### src/rtl/div_mq_pkg.sv
package div_mq_pkg;
  typedef enum logic [1:0] {
    ST_IDLE = 2'd0,
    ST_RUN  = 2'd1,
    ST_FIN  = 2'd2
  } div_state_e;
endpackage

### src/rtl/div_mq_prep.sv
// Sign extraction and magnitude forming for dividend and divisor.
module div_mq_prep #(
  parameter int XLEN = 32
) (
  input  logic                op_long_i,
  input  logic [XLEN-1:0]     a_i,
  input  logic [XLEN-1:0]     lo_i,
  input  logic [XLEN-1:0]     b_i,
  output logic [2*XLEN-1:0]   dvd_mag_o,
  output logic [XLEN-1:0]     dvs_mag_o,
  output logic                dvd_neg_o,
  output logic                dvs_neg_o,
  output logic                dvs_zero_o
);
  logic [2*XLEN-1:0] dvd_raw;

  always_comb begin
    dvd_raw    = op_long_i ? {a_i, lo_i} : {{XLEN{a_i[XLEN-1]}}, a_i};
    dvd_neg_o  = dvd_raw[2*XLEN-1];
    dvd_mag_o  = dvd_neg_o ? (~dvd_raw + 1'b1) : dvd_raw;
    dvs_neg_o  = b_i[XLEN-1];
    dvs_mag_o  = dvs_neg_o ? (~b_i + 1'b1) : b_i;
    dvs_zero_o = (b_i == '0);
  end
endmodule

### src/rtl/div_mq_core.sv
// Restoring unsigned divider, one quotient bit per step.
module div_mq_core #(
  parameter int XLEN = 32
) (
  input  logic              clk_i,
  input  logic              rst_ni,
  input  logic              load_i,
  input  logic              op_long_i,
  input  logic              step_i,
  input  logic [2*XLEN-1:0] dvd_i,
  input  logic [XLEN-1:0]   dvs_i,
  output logic [2*XLEN-1:0] quo_o,
  output logic [XLEN-1:0]   rem_o
);
  localparam int DLEN = 2 * XLEN;

  logic [XLEN-1:0] rem_q, dvs_q;
  logic [DLEN-1:0] dvd_q;
  logic [XLEN:0]   shifted, diff;
  logic            fits;

  always_comb begin
    shifted = {rem_q, dvd_q[DLEN-1]};
    diff    = shifted - {1'b0, dvs_q};
    fits    = ~diff[XLEN];
  end

  always_ff @(posedge clk_i or negedge rst_ni) begin
    if (!rst_ni) begin
      rem_q <= '0;
      dvs_q <= '0;
      dvd_q <= '0;
    end else if (load_i) begin
      rem_q <= '0;
      dvs_q <= dvs_i;
      // short form: pre-shift so only XLEN steps are needed
      dvd_q <= op_long_i ? dvd_i : {dvd_i[XLEN-1:0], {XLEN{1'b0}}};
    end else if (step_i) begin
      rem_q <= fits ? diff[XLEN-1:0] : shifted[XLEN-1:0];
      dvd_q <= {dvd_q[DLEN-2:0], fits};
    end
  end

  assign quo_o = dvd_q;
  assign rem_o = rem_q;
endmodule

### src/rtl/div_mq_post.sv
// Sign restore, range check and overflow substitution.
module div_mq_post #(
  parameter int XLEN = 32
) (
  input  logic [2*XLEN-1:0] qmag_i,
  input  logic [XLEN-1:0]   rmag_i,
  input  logic              dvd_neg_i,
  input  logic              q_neg_i,
  input  logic              dvs_zero_i,
  output logic [XLEN-1:0]   quot_o,
  output logic [XLEN-1:0]   rem_o,
  output logic              ovf_o
);
  localparam int DLEN = 2 * XLEN;
  localparam logic [DLEN-1:0] NEG_LIM = {{(DLEN-1){1'b0}}, 1'b1} << (XLEN - 1);
  localparam logic [DLEN-1:0] POS_LIM = NEG_LIM - 1'b1;
  localparam logic [XLEN-1:0] MIN_VAL = {1'b1, {(XLEN-1){1'b0}}};

  logic range_bad;

  always_comb begin
    range_bad = q_neg_i ? (qmag_i > NEG_LIM) : (qmag_i > POS_LIM);
    ovf_o     = dvs_zero_i | range_bad;
    if (ovf_o) begin
      quot_o = MIN_VAL;
      rem_o  = '0;
    end else begin
      quot_o = q_neg_i ? (~qmag_i[XLEN-1:0] + 1'b1) : qmag_i[XLEN-1:0];
      rem_o  = dvd_neg_i ? (~rmag_i + 1'b1) : rmag_i;
    end
  end
endmodule

### src/rtl/div_mq.sv
module div_mq
  import div_mq_pkg::*;
#(
  parameter int XLEN = 32
) (
  input  logic            clk_i,
  input  logic            rst_ni,
  input  logic            start_i,
  input  logic            op_long_i,
  input  logic            oe_i,
  input  logic            rc_i,
  input  logic            so_i,
  input  logic [XLEN-1:0] a_i,
  input  logic [XLEN-1:0] b_i,
  input  logic            mq_we_i,
  input  logic [XLEN-1:0] mq_wdata_i,
  output logic            busy_o,
  output logic            done_o,
  output logic [XLEN-1:0] quot_o,
  output logic [XLEN-1:0] mq_o,
  output logic            ov_o,
  output logic            so_o,
  output logic            ov_we_o,
  output logic [3:0]      cr_o,
  output logic            cr_we_o
);
  localparam int DLEN = 2 * XLEN;
  localparam int CW   = $clog2(DLEN);

  div_state_e      state_q;
  logic [CW-1:0]   cnt_q;
  logic            dvd_neg_q, q_neg_q, dvs_zero_q, oe_q, rc_q, so_in_q;
  logic [XLEN-1:0] quot_q, mq_q;
  logic            ov_q, so_q, done_q, ov_we_q, cr_we_q;
  logic [3:0]      cr_q;

  logic [DLEN-1:0] dvd_mag, qmag;
  logic [XLEN-1:0] dvs_mag, rmag, quot_fix, rem_fix;
  logic            dvd_neg, dvs_neg, dvs_zero, ovf, accept, step;
  logic            so_new, lt, eq;

  assign accept = start_i && (state_q == ST_IDLE);
  assign step   = (state_q == ST_RUN);

  div_mq_prep #(.XLEN(XLEN)) u_prep (
    .op_long_i (op_long_i),
    .a_i       (a_i),
    .lo_i      (mq_q),
    .b_i       (b_i),
    .dvd_mag_o (dvd_mag),
    .dvs_mag_o (dvs_mag),
    .dvd_neg_o (dvd_neg),
    .dvs_neg_o (dvs_neg),
    .dvs_zero_o(dvs_zero)
  );

  div_mq_core #(.XLEN(XLEN)) u_core (
    .clk_i    (clk_i),
    .rst_ni   (rst_ni),
    .load_i   (accept),
    .op_long_i(op_long_i),
    .step_i   (step),
    .dvd_i    (dvd_mag),
    .dvs_i    (dvs_mag),
    .quo_o    (qmag),
    .rem_o    (rmag)
  );

  div_mq_post #(.XLEN(XLEN)) u_post (
    .qmag_i    (qmag),
    .rmag_i    (rmag),
    .dvd_neg_i (dvd_neg_q),
    .q_neg_i   (q_neg_q),
    .dvs_zero_i(dvs_zero_q),
    .quot_o    (quot_fix),
    .rem_o     (rem_fix),
    .ovf_o     (ovf)
  );

  always_comb begin
    so_new = so_in_q | (oe_q & ovf);
    lt     = quot_fix[XLEN-1];
    eq     = (quot_fix == '0);
  end

  always_ff @(posedge clk_i or negedge rst_ni) begin
    if (!rst_ni) begin
      state_q    <= ST_IDLE;
      cnt_q      <= '0;
      dvd_neg_q  <= 1'b0;
      q_neg_q    <= 1'b0;
      dvs_zero_q <= 1'b0;
      oe_q       <= 1'b0;
      rc_q       <= 1'b0;
      so_in_q    <= 1'b0;
    end else begin
      case (state_q)
        ST_IDLE: if (accept) begin
          state_q    <= ST_RUN;
          cnt_q      <= op_long_i ? CW'(DLEN - 1) : CW'(XLEN - 1);
          dvd_neg_q  <= dvd_neg;
          q_neg_q    <= dvd_neg ^ dvs_neg;
          dvs_zero_q <= dvs_zero;
          oe_q       <= oe_i;
          rc_q       <= rc_i;
          so_in_q    <= so_i;
        end
        ST_RUN: begin
          if (cnt_q == '0) state_q <= ST_FIN;
          else             cnt_q   <= cnt_q - 1'b1;
        end
        default: state_q <= ST_IDLE;
      endcase
    end
  end

  always_ff @(posedge clk_i or negedge rst_ni) begin
    if (!rst_ni) begin
      quot_q  <= '0;
      mq_q    <= '0;
      ov_q    <= 1'b0;
      so_q    <= 1'b0;
      cr_q    <= '0;
      done_q  <= 1'b0;
      ov_we_q <= 1'b0;
      cr_we_q <= 1'b0;
    end else begin
      done_q  <= (state_q == ST_FIN);
      ov_we_q <= (state_q == ST_FIN) && oe_q;
      cr_we_q <= (state_q == ST_FIN) && rc_q;
      if (state_q == ST_FIN) begin
        quot_q <= quot_fix;
        mq_q   <= rem_fix;
        ov_q   <= oe_q & ovf;
        so_q   <= so_new;
        cr_q   <= {lt, ~lt & ~eq, eq, so_new};
      end else if (mq_we_i && (state_q == ST_IDLE) && !start_i) begin
        mq_q <= mq_wdata_i;
      end
    end
  end

  assign busy_o  = (state_q != ST_IDLE);
  assign done_o  = done_q;
  assign quot_o  = quot_q;
  assign mq_o    = mq_q;
  assign ov_o    = ov_q;
  assign so_o    = so_q;
  assign ov_we_o = ov_we_q;
  assign cr_o    = cr_q;
  assign cr_we_o = cr_we_q;
endmodule

### config.mk
export PLATFORM = sky130hd
export DESIGN_NAME = div_mq
export DESIGN_NICKNAME = d
export VERILOG_FILES = /design/src/rtl/div_mq_pkg.sv /design/src/rtl/div_mq_prep.sv /design/src/rtl/div_mq_core.sv /design/src/rtl/div_mq_post.sv /design/src/rtl/div_mq.sv
export SDC_FILE = /design/constraint.sdc
export NUM_CORES = 1
export LEC_CHECK = 0
export CAP_MARGIN = 10
export CORE_ASPECT_RATIO = 0.5
export CORE_MARGIN = 1.5
export CORE_UTILIZATION = 48
export DETAILED_ROUTE_END_ITERATION = 12
export GPL_ROUTABILITY_DRIVEN = 0
export PLACE_DENSITY_LB_ADDON = 0.25
export RECOVER_POWER = 50
export SLEW_MARGIN = 20
export SYNTH_ARGS = -nofsm -noshare
export SYNTH_HDL_FRONTEND = slang
export SYNTH_HIERARCHICAL = 1
export SYNTH_SLANG_ARGS = --single-unit
### constraint.sdc
create_clock -name clk_i -period 7.4 [get_ports clk_i]
set_input_delay 1.11 -clock clk_i [delete_from_list [all_inputs] [get_ports clk_i]]
set_output_delay 1.11 -clock clk_i [all_outputs]
set_load 0.05 [all_outputs]
---- Word level (Yosys, flattened, before mapping) ----
Index checks and enable logic that the tools add are counted.
Widths: inputs -> output; s select.
cells by class
  bitwise gates (word level) .............. 12
  muxes and demuxes ....................... 23
  reductions and logical operators ........ 17
  $lt $le $gt $ge ......................... 2
  add/subtract/negate cells ............... 6
  equal/unequal tests ..................... 5
operators by type and width
  kind                   number
  $mux 32                10
  $mux 64                4
  $add 32x1->32 const B  3
  $not 32->32            3
  $add 64x1->64 const B  1
  $gt 64x31->1 const B   1
  $gt 64x32->1 const B   1
  $logic_not 32->1       2
  $not 64->64            1
  $mux 63                1
  $sub 33x32->33         1
  $mux 6                 3
  $pmux 6 s2             1
  $reduce_bool 2->1      4
  $logic_not 6->1        1
  $sub 6x1->6 const B    1
  $logic_and 1x1->1      5
  $mux 2                 2
  $ne 2x2->1 const B     2
  $pmux 2 s2             1
  $reduce_and 2->1       2
  $not 1->1              3
  $reduce_and 3->1       1
  $and 1x1->1            2
  other kinds (8)        9
word-level totals
  input bits .............................. 104
  output and inout port bits .............. 74
  logic and storage cells ................. 84
  flip-flop bits (word level) ............. 215

---- Logic depth before layout (Yosys ltp) ----
  depth after elaboration ................. 7
  mapped depth ............................ 16
  gate-level depth less buffers ........... 13

---- By module ----
The synthesis kept the hierarchy.
by module, submodules not included
  module       instances  cells each  sequential area each (µm²)  area each (µm²)
  div_mq_core  1          864         3,203.1                     7,915.1
  div_mq_prep  1          584         0.0                         3,709.8
  div_mq       1          367         2,127.0                     3,678.5
  div_mq_post  1          288         0.0                         1,894.3

---- Worst setup path after synthesis ----
Ideal clock, no wire load.
  path type ............................... in2reg
  start ................................... input op_long_i
  end ..................................... register u_core.dvd_q[62] (netlist: u_core/quo_o[62])
  data required time ...................... 7,263 ps
  stages .................................. 15
  path slack .............................. 2,198 ps
  path buffers ............................ 6
  library setup time ...................... 137 ps
  arrival ................................. 5,065 ps
  cell sequence ........................... buf_6 > clkbuf_1 > clkbuf_1 > buf_2 > clkbuf_1 > buf_1 > mux2i_1 > ha_1 > o21ai_0 > or4_1 > or4_1 > o31a_1 > mux2i_1 > mux2i_1 > a21oi_1
on the way
  longest elaborated chain between the ends .. 6
ends and longest elaborated chain
  what                  line               RTL
  from (decl)           div_mq.sv:9        input logic op_long_i,
  $mux 63 *             div_mq_prep.sv:18  dvd_raw = op_long_i ? {a_i, lo_i} : {{XLEN{a_i[XLEN-1]}}, a_i};
  $not 64->64           div_mq_prep.sv:20  dvd_mag_o = dvd_neg_o ? (~dvd_raw + 1'b1) : dvd_raw;
  $add 64x1->64         div_mq_prep.sv:20
  $mux 64 *             div_mq_prep.sv:20
  net dvd_mag[62]       div_mq.sv:37       logic [DLEN-1:0] dvd_mag, qmag;
  $mux 64 *             div_mq_core.sv:37  dvd_q <= op_long_i ? dvd_i : {dvd_i[XLEN-1:0], {XLEN{1'b0}}};
  $mux 64 *             div_mq_core.sv:33  end else if (load_i) begin
  to (signal assigned)  div_mq_core.sv:37
  to (signal assigned)  div_mq_core.sv:40  dvd_q <= {dvd_q[DLEN-2:0], fits};
  to (decl)             div_mq_core.sv:18  logic [DLEN-1:0] dvd_q;
The timed path passes the listed nets; every way through them passes the cells marked *.
A chain may end at the register's enable or synchronous reset.

---- Worst setup path in the final report ----
  start ................................... register state_q[0]
  end ..................................... register mq_q[29] (netlist: mq_o[29])
on the way
  longest elaborated chain between the ends .. 4
ends and longest elaborated chain
  what                                line           RTL
  from (decl)                         div_mq.sv:30   div_state_e state_q;
  from (signal assigned)              div_mq.sv:88   state_q <= ST_IDLE;
  from (signal assigned)              div_mq.sv:99   state_q <= ST_RUN;
  from (signal assigned)              div_mq.sv:109  if (cnt_q == '0) state_q <= ST_FIN;
  $logic_not 2->1                     div_mq.sv:137  end else if (mq_we_i && (state_q == ST_IDLE) && !start_i) begin
  $logic_and 1x1->1 (2 in series)     div_mq.sv:137
  $reduce_bool 2->1 (no source line)  -
  to (signal assigned)                div_mq.sv:133  mq_q <= rem_fix;
  to (signal assigned)                div_mq.sv:138  mq_q <= mq_wdata_i;
  to (decl)                           div_mq.sv:33   logic [XLEN-1:0] quot_q, mq_q;
Several ways; a longest one is shown, not always the timed one.

==> flow_summary.yaml <==
layout:
  insertedDiodeCount: 0
  syn_to_final_growth_pct: 15.0
  fin_nets: 2326
  drive_gt1_share_pct: 5.05
  final_area_um2: 19800
power_and_ir_drop:
  power.share.clock_pct: 14.2
  p_switching_w: 0.00406
  intPower_w: 0.00447
  swShare_pct: 47.6
  ir_drop_mv: 0.256
  cellLeakagePower_nw: 8.28
  power_frac_comb_pct: 57.9
  pwr-share-seq_pct: 27.9
  p_per_area_nw_per_um2: 431
placed_design:
  place_area_um2: 19000
  dpl.hpwl_um: 36400
  port_buffers: 177
critical_path:
  arrival_ns: 5.33
  reg2reg_slack_ns: 2.52
  end_kind: "flip-flop"
  critical_path_class: "reg2reg"
  startpoint_type: "flip-flop"
  slowest_delay_ns: 1.95
  slowest_stage: "clkbuf_1"
  required_ns: 7.85
  crit_chain: "nand2b_1, clkbuf_1, inv_1, clkbuf_1, mux2i_1, o21ai_1"
  crit_top_cell: "clkbuf_1"
  cp_num_buf_inv: 3
  path_delay_family: "buffers and inverters"
  cp_max_fo: 39
drt:
  routed_via_density: 6.03
  wirelength_um: 49800
  drc: 0
  ant_nets: 0
  wire_per_inst_um: 18.6
  first_pass_iters: 10
  num_vias: 16100
  drtIter0Drc: 2129
yosys:
  syn_nets: 2246
  yosysMostFrequentCell: "nand2_1"
  synth.area.top_cells: "dfrtp_1 (31%), mux2i_1 (9.3%), nand2_1 (6.4%)"
  synth_area_um2: 17200
  ys_async_sr_fraction_pct: 100
  ys_top_cells_by_count: "nand2_1 (291), dfrtp_1 (213), nor2_1 (162)"
  synth_cells: 2103
  ys.flop_type: "dfrtp_1"
  yosysTopAreaCellShare_pct: 31.0
  syn_avg_cell_area_um2: 8.18
  ys_seq_elements: 213
  yosysTopAreaCell: "dfrtp_1"
  yosys_warnings: 6
  synth_edf_count: 0
  yosysSeqAreaShare_pct: 31.0
  ys_types: 92
timing:
  rsz0062_at_grt: "no"
  finalSetupTns_ns: 0
  post-route-min-period_ns: 4.88
  tightest_slew_ns: 2.68
  min_period_over_period_pct: 65.9
  fmax_mhz: 205
  final-max-slew-violation-count: 234
  slew_headroom_pct: -78.7
  skew_ns: 0.0108
  setup_violations: 0
  hold_viol: 0
clocking:
  clock_path_buffers: 3
  clk_pin_slew_worst_paths_ns: 0.07
  postCtsHoldBufs: 0
  clock_latency_ns: 0.53
  cts_setup_buffers: 0
  clockRootBuffer: "clkbuf_16"
  cts_tree: "yes"
  cts_resized: 0
  clock-sinks: 213
  h-tree-depth: 1
  cts_buffers: 23
run_status:
  violations: "capacitance limit, slew limit"
  status: "finished, violations left"
min_path:
  hold_class: "reg2reg"
die:
  die_y_um: 137
  rows: 48
  ios: 178
  initial_core_util_pct: 49.3
  core_um2: 34900
  die_x_um: 271
  die_area_um2: 37000
global_route:
  grt_use_total_pct: 26.4
  grt_first_pass_wirelength_um: 79200
  antenna_found_initial: 0
  grt_overflow: 0
  grt_pass1_vias: 14600
  grt_max_degree: 130
flow_run:
  cap_violations: 6
## cell families after synthesis
group | synth area share [%]
flip-flops | 31.0
buffers and inverters | 5.38
multiplexers | 9.71
adder cells (fa/ha/maj) | 2.88
AND/OR/NAND/NOR | 24.3
XOR/XNOR | 7.44
AO/OA/AOI/OAI | 19.3
## metal layers
layer | GRT usage (%) | vias up | part of all wire [%]
met4 | 6.46 | 0 | 2.6
met5 | 0 | - | 0
met2 | 42.5 | 670 | 45
met1 | 36.7 | 7524 | 45
li1 | - | 7799 | -
met3 | 4.77 | 118 | 7.7
## power by group through the flow
| stage | combinational, W | clock [W] | sequential, W |
|---|---|---|---|
| global route | 0.00542 | 0.00128 | 0.00245 |
| floorplan | 0.00364 | 0 | 0.00244 |
| finish | 0.00493 | 0.00121 | 0.00238 |
| CTS | 0.00489 | 0.00123 | 0.00237 |
| detailed placement | 0.00486 | 0 | 0.00238 |
| global placement | 0.00477 | 0 | 0.00237 |
## worst reg2reg max path, cell delays in order (launching register included)
cell and delay [ns]:
dfrtp_1 0.43, nand2b_1 0.16, clkbuf_1 0.61, inv_1 0.95
clkbuf_1 1.95, mux2i_1 0.46, o21ai_1 0.24
## per-stage QoR
stage               utilization (%)  hold WS (ns)  std cells  worst slack (ns)  power [W]
floorplan                         -         0.446       2103              2.20    0.00608
global placement               54.5         0.457       2631              2.21    0.00714
detailed placement             54.5         0.461       2631              2.15    0.00724
CTS                            56.7         0.481       2672              2.68    0.00849
global route                   56.7         0.501       2674              1.63    0.00915
finish                         56.7         0.466       2674              2.52    0.00852
## layout by cell type (no fill, tap or decap), types with 7 or more instances in the layout
cell	n
dfrtp_1	213
or3b_2	7
ha_1	38
a31oi_1	10
or3_1	38
clkbuf_16	23
o21ai_1	39
inv_1	65
o311ai_0	7
and2_1	9
clkbuf_1	8
xnor2_1	52
clkdlybuf4s50_1	147
nand3_1	54
a211oi_1	60
a311oi_1	8
o31ai_1	42
mux2i_1	159
nor2_2	12
o21ai_0	133
nand4_1	24
nand2b_1	30
a21o_1	22
nor2b_1	40
nor4_1	41
nor3_1	41
or2_2	9
or4_1	23
xor2_1	94
nor2_1	161
dlygate4sd3_1	27
a211o_1	8
buf_4	11
nand2_1	291
o41ai_1	23
a21oi_1	81
## sequential cells by signal, summed over array words and instances, names as in the netlist
name and cells:
state_q 2, rc_q 1, u_core/rem_o 32, cr_we_o 1, u_core/dvs_q 32, mq_o 32, so_in_q 1, dvs_zero_q 1
quot_o 32, cnt_q 6, done_o 1, ov_we_o 1, cr_o 3, ov_o 1, oe_q 1, dvd_neg_q 1
u_core/quo_o 64, q_neg_q 1
## area by class of cell
cell class	instances	area (um^2)
inverters	66	250
well taps	475	594
multi-input cells	1685	10900
flip-flops and latches	213	5330
clock buffers	29	628
repair buffers	194	1890
fillers	3246	15100
clock inverters	12	145
## final timing paths
kind | from | end | depth (start not counted)
setup / recovery | state_q[0] | mq_o[29] | 6
hold / removal | quot_o[16] | quot_o[16] | 2
setup reg to reg | state_q[0] | mq_o[29] | 6
hold reg to reg | quot_o[16] | quot_o[16] | 2
max in group asynchronous | rst_ni | quot_o[31] | 3
min in group asynchronous | rst_ni | u_core/dvs_q[6] | 1
(Power assumes the default switching activity.)
